<file path="src/rtl/icap_pkg.sv">
// Shared types for the input capture channel.
package icap_pkg;
    typedef enum logic [1:0] {
        ROUTE_OUTPUT = 2'b00,
        ROUTE_OWN    = 2'b01,
        ROUTE_NEIGH  = 2'b10,
        ROUTE_TRIG   = 2'b11
    } icap_route_e;
endpackage

</file>
<file path="src/rtl/icap_source_mux.sv">
// Holds the routing field and selects the capture source.
// Assumes all sources are already synchronous to clk.
// The field only updates while the channel is disabled.
module icap_source_mux
    import icap_pkg::*;
(
    input  logic        clk,
    input  logic        rst_n,
    input  logic        own_in,
    input  logic        nbr_in,
    input  logic        trig_in,
    input  logic        trig_en,
    input  logic        chan_en,
    input  logic        cfg_wr,
    input  logic [1:0]  cfg_sel,
    output icap_route_e route_q,
    output logic        src_level
);
    // Routing register: written only while the channel is off.
    always_ff @(posedge clk) begin
        if (!rst_n)
            route_q <= ROUTE_OUTPUT;
        else if (cfg_wr && !chan_en)
            route_q <= icap_route_e'(cfg_sel);
    end

    // Source selection; the trigger is gated by its enable.
    always_comb begin
        unique case (route_q)
            ROUTE_OWN:   src_level = own_in;
            ROUTE_NEIGH: src_level = nbr_in;
            ROUTE_TRIG:  src_level = trig_in & trig_en;
            default:     src_level = 1'b0;
        endcase
    end
endmodule

</file>
<file path="src/rtl/icap_edge_prescaler.sv">
// Detects rising edges of the selected source and divides them
// by 2**psc. Produces a one-cycle capture event.
// Assumes src_level is registered or glitch-free.
module icap_edge_prescaler #(
    parameter int PSC_W = 2
) (
    input  logic             clk,
    input  logic             rst_n,
    input  logic             src_level,
    input  logic             chan_en,
    input  logic             route_active,
    input  logic             cfg_wr,
    input  logic [PSC_W-1:0] cfg_psc,
    output logic             cap_event
);
    localparam int PCNT_W = (1 << PSC_W) - 1;

    logic              prev_q;
    logic [PSC_W-1:0]  psc_q;
    logic [PCNT_W-1:0] evcnt_q;
    logic [PCNT_W-1:0] limit;
    logic              rise;
    logic              counted;

    // Previous level of the selected source.
    always_ff @(posedge clk) begin
        if (!rst_n) prev_q <= 1'b0;
        else        prev_q <= src_level;
    end

    // Prescale field, loaded on any write strobe.
    always_ff @(posedge clk) begin
        if (!rst_n)      psc_q <= '0;
        else if (cfg_wr) psc_q <= cfg_psc;
    end

    // Thermometer limit: 2**psc - 1.
    always_comb begin
        limit = '0;
        for (int i = 0; i < PCNT_W; i++)
            if (i < int'(psc_q)) limit[i] = 1'b1;
    end

    assign rise      = src_level & ~prev_q;
    assign counted   = rise & chan_en & route_active;
    assign cap_event = counted & (evcnt_q >= limit);

    // Event counter: cleared while disabled, wraps on capture.
    always_ff @(posedge clk) begin
        if (!rst_n || !chan_en) evcnt_q <= '0;
        else if (cap_event)     evcnt_q <= '0;
        else if (counted)       evcnt_q <= evcnt_q + 1'b1;
    end
endmodule

</file>
<file path="src/rtl/icap_capture_reg.sv">
// Capture register and flags. A capture takes priority over a clear.
// Assumes cap_event is a single-cycle pulse per capture.
module icap_capture_reg #(
    parameter int CNT_W = 16
) (
    input  logic             clk,
    input  logic             rst_n,
    input  logic             cap_event,
    input  logic [CNT_W-1:0] cnt_val,
    input  logic             flag_clr,
    output logic [CNT_W-1:0] cap_val,
    output logic             cap_flag,
    output logic             ovr_flag
);
    // Latch the timer count on a capture.
    always_ff @(posedge clk) begin
        if (!rst_n)         cap_val <= '0;
        else if (cap_event) cap_val <= cnt_val;
    end

    // Capture flag: set by a capture, otherwise cleared by the strobe.
    always_ff @(posedge clk) begin
        if (!rst_n)         cap_flag <= 1'b0;
        else if (cap_event) cap_flag <= 1'b1;
        else if (flag_clr)  cap_flag <= 1'b0;
    end

    // Overcapture flag: set by a capture over a pending flag.
    always_ff @(posedge clk) begin
        if (!rst_n)                    ovr_flag <= 1'b0;
        else if (cap_event && cap_flag) ovr_flag <= 1'b1;
        else if (flag_clr)             ovr_flag <= 1'b0;
    end
endmodule

</file>
<file path="src/rtl/icap_channel.sv">
// Top of one input capture channel: source routing, edge prescaler
// and capture register. Assumes synchronous, conditioned inputs.
module icap_channel
    import icap_pkg::*;
#(
    parameter int CNT_W = 16,
    parameter int PSC_W = 2
) (
    input  logic             clk,
    input  logic             rst_n,
    input  logic             own_in,
    input  logic             nbr_in,
    input  logic             trig_in,
    input  logic             trig_en,
    input  logic             chan_en,
    input  logic             cfg_wr,
    input  logic [1:0]       cfg_sel,
    input  logic [PSC_W-1:0] cfg_psc,
    input  logic [CNT_W-1:0] cnt_val,
    input  logic             flag_clr,
    output logic [CNT_W-1:0] cap_val,
    output logic             cap_flag,
    output logic             ovr_flag
);
    icap_route_e route_q;
    logic        src_level;
    logic        cap_event;
    logic        route_active;

    assign route_active = (route_q != ROUTE_OUTPUT);

    icap_source_mux u_mux (
        .clk(clk), .rst_n(rst_n), .own_in(own_in), .nbr_in(nbr_in),
        .trig_in(trig_in), .trig_en(trig_en), .chan_en(chan_en),
        .cfg_wr(cfg_wr), .cfg_sel(cfg_sel), .route_q(route_q),
        .src_level(src_level)
    );

    icap_edge_prescaler #(.PSC_W(PSC_W)) u_psc (
        .clk(clk), .rst_n(rst_n), .src_level(src_level), .chan_en(chan_en),
        .route_active(route_active), .cfg_wr(cfg_wr), .cfg_psc(cfg_psc),
        .cap_event(cap_event)
    );

    icap_capture_reg #(.CNT_W(CNT_W)) u_cap (
        .clk(clk), .rst_n(rst_n), .cap_event(cap_event), .cnt_val(cnt_val),
        .flag_clr(flag_clr), .cap_val(cap_val), .cap_flag(cap_flag),
        .ovr_flag(ovr_flag)
    );
endmodule

</file>
<file path="config.mk">
export PLATFORM = sky130hd
export DESIGN_NAME = icap_channel
export DESIGN_NICKNAME = d
export VERILOG_FILES = /design/src/rtl/icap_pkg.sv /design/src/rtl/icap_source_mux.sv /design/src/rtl/icap_edge_prescaler.sv /design/src/rtl/icap_capture_reg.sv /design/src/rtl/icap_channel.sv
export SDC_FILE = /design/constraint.sdc
export NUM_CORES = 1
export LEC_CHECK = 0
export ABC_CLOCK_PERIOD_IN_PS = 4550
export CAP_MARGIN = 25
export CORE_MARGIN = 2
export CORE_UTILIZATION = 46
export CTS_CLUSTER_DIAMETER = 100
export CTS_CLUSTER_SIZE = 24
export DETAILED_ROUTE_END_ITERATION = 10
export GPL_TIMING_DRIVEN = 0
export HOLD_SLACK_MARGIN = 0.03
export PLACE_DENSITY = 0.82
export SLEW_MARGIN = 10
export SYNTH_ARGS = -nofsm -noshare
export SYNTH_HDL_FRONTEND = slang
export SYNTH_SLANG_ARGS = --single-unit
</file>
<file path="constraint.sdc">
create_clock -name clk -period 4.55 [get_ports clk]
set_input_delay 0.91 -clock clk [delete_from_list [all_inputs] [get_ports clk]]
set_output_delay 0.91 -clock clk [all_outputs]
set_load 0.01 [all_outputs]
</file>
==> flow_metrics.py <==
metrics = {
    "outcome": {
        "status": "completed",
    },
    "yosys": {
        "synth_cell_type_count": 27,
        "syn_inst": 123,
        "synth.cell_area_sq_mm": 0.00119,
        "yosys_warnings": 0,
        "synth.cells.most_frequent": "nand2_1, dfxtp_1, mux2i_1, nor2_1",
        "synthesis.nets": 156,
        "ys.flop_type": "dfxtp_1",
        "ys_seq_area_share_pct": 43.6,
        "synth_edf_count": 0,
        "yosysTopAreaCell": "dfxtp_1",
        "synth.most_common_cell": "nand2_1",
        "synthArstFlopShare_pct": 0,
        "avgSynthCellArea_sq_um": 9.71,
        "ys_ff_latch": 26,
        "ys_top_cells_by_area": "dfxtp_1, mux2i_1, nand2_1",
        "yosys.area.top_type_share_pct": 43.6,
    },
    "job": {
        "max-cap-violations": 0,
    },
    "placement": {
        "dp_slack_ps": 1820,
        "io_buffer_count": 45,
        "place_inst": 198,
        "gp_congestion": 0.712,
        "dp_hpwl_um": 2100,
    },
    "clocking": {
        "postCtsSetupBuffers": 0,
        "hold_buffers": 0,
        "clk_path_buf_depth": 2,
        "cts-root-buf": "clkbuf_4",
        "cts_tree": "done",
        "path_clk_slew_ps": 130,
        "cts_resized": 0,
        "cts_made_buffers": 3,
        "cts_sinks": 26,
        "clkLatencyLatePin_ps": 330,
        "h-tree-depth": 1,
    },
    "min_path": {
        "hold_depth": 2,
        "worstHoldEndpoint": "u_cap.cap_val[13]",
        "holdCritStartpoint": "u_cap.cap_val[13]",
        "min_path_type": "register to register",
    },
    "worst_setup_path": {
        "worstSetupPathType": "primary input to register",
        "rrSetupSlack_ps": 2570,
        "worst_ep_required_time_ps": 4820,
        "r2r-end": "u_cap.cap_flag",
        "cp_max_fo": 10,
        "startpoint_type": "primary input",
        "r2r_cells": 7,
        "r2r-start": "u_psc.psc_q[1]",
        "cp.arrival_ps": 2640,
        "cp-end-kind": "register",
    },
    "detailed_routing": {
        "drt-initial-drc-count": 13,
        "drtPass1Iterations": 5,
        "num_vias": 1033,
        "drt-total-wl_um": 2690,
        "drc": 0,
        "avgViaCountPerCell": 5.11,
        "wl_per_cell_um": 13.3,
        "ant_nets": 0,
    },
    "power_and_ir_drop": {
        "power_density_mw_per_mm2": 250,
        "ir_drop_uv": 260,
        "p_leak_nw": 0.655,
    },
    "floorplanning": {
        "die_y_um": 55.0,
        "coreArea_sq_mm": 0.00248,
        "dieArea_sq_mm": 0.00302,
        "start_util_pct": 48.2,
        "ios": 47,
        "die_x_um": 55.0,
        "num_rows": 18,
    },
    "timing": {
        "setup_slack_ps": 2180,
        "setup_viol": 0,
        "tightest_slew_ps": 420,
        "period_share_pct": 52.1,
        "finalHoldViolCount": 0,
        "slew_headroom_pct": 71.8,
        "fmax_mhz": 422,
        "hold_ws_ps": 470,
        "finClkSkew_ps": 1.75,
        "period_minus_slack_ps": 2370,
        "setup-tns-final_ps": 0,
        "slew_violations": 0,
        "rsz0062_at_grt": "false",
    },
    "finish": {
        "drive_gt1_share_pct": 6.98,
        "utilization_pct": 69.4,
        "nets": 206,
        "area_delta_synth_final_pct": 43.9,
        "diodes": 0,
        "stdcell_count": 202,
    },
    "global_routing": {
        "grt_pass1_vias": 1021,
        "grt-ovfl-total": 0,
        "grt_usage_pct": 19.7,
        "antenna_found_initial": 0,
        "grt_first_pass_wirelength_um": 4260,
        "grt_max_degree": 15,
    },
}
## state kept, by name, summed over array words and instances (netlist names)
name / flops
u_cap.cap_val: 16
u_psc.evcnt_q: 3
u_mux.route_q: 2
u_psc.psc_q: 2
u_cap.cap_flag: 1
u_cap.ovr_flag: 1
u_psc.prev_q: 1
## metrics by stage
stage | area, sq um | power, W
2_1_floorplan | 1190 | 0.000277
3_3_place_gp | 1680 | 0.000314
3_5_place_dp | 1680 | 0.000316
4_1_cts | 1720 | 0.000432
5_1_grt | 1720 | 0.000446
6_report | 1720 | 0.000429
## critical path, cell delays in order
cell,delay (ps)
clkdlybuf4s50_1,520
or2b_1,270
a311o_4,370
nor2_8,210
buf_12,170
mux2i_1,180
## how the worst max path moves through the flow
stage                     startpoint          endpoint  slack, ps  cells past startpoint
final                        chan_en  u_cap.cap_val[0]       2180                      6
after global placement       chan_en  u_cap.cap_val[0]       1860                      6
after global routing         chan_en  u_cap.cap_val[2]       2090                      6
after floorplan              chan_en  u_cap.cap_val[0]       2480                      5
after CTS                    chan_en  u_cap.cap_val[0]       2170                      6
after detailed placement     chan_en  u_cap.cap_val[0]       1820                      6
## cells in the final DEF (no fill, tap or decap), types with 3 or more instances in the layout
cell and n:
ha_1 4, dfxtp_1 26, clkdlybuf4s50_1 45, mux2i_1 20
clkbuf_4 3, inv_1 3, nand2_1 36, a21oi_1 4
nor2_1 5
## layer usage
layer  up-vias  GRT usage, %  wire length, um
met2        42          33.3             1230
met1       471          22.8             1170
met5         -             0                0
li1        513             -                -
met3         7          6.18              244
met4         0          8.54               49
## cell type report
class	count	area [sq um]
Tap cell	30	37.5
Timing Repair Buffer	45	450
Fill cell	211	758
Buffer	5	50.0
Inverter	3	11.3
Multi-Input combinational cell	89	613
Clock buffer	4	36.3
Sequential cell	26	520
## report_power, final
| group | switching (W) | leakage (nW) | internal (W) |
|---|---|---|---|
| Clock | 0.0000691 | 0.0210 | 0.0000491 |
| Sequential | 0.00000444 | 0.211 | 0.000234 |
| Combinational | 0.0000293 | 0.424 | 0.0000433 |
## cells by family after synthesis
logic type,count (synthesis),synth area share [%]
compound gates,12,9.43
fa+ha+maj,4,4.19
simple gates,53,20.9
buf+inv,8,5.13
mux,20,16.8
flops,26,43.6
No activity file was read; power rests on OpenSTA's default activity.
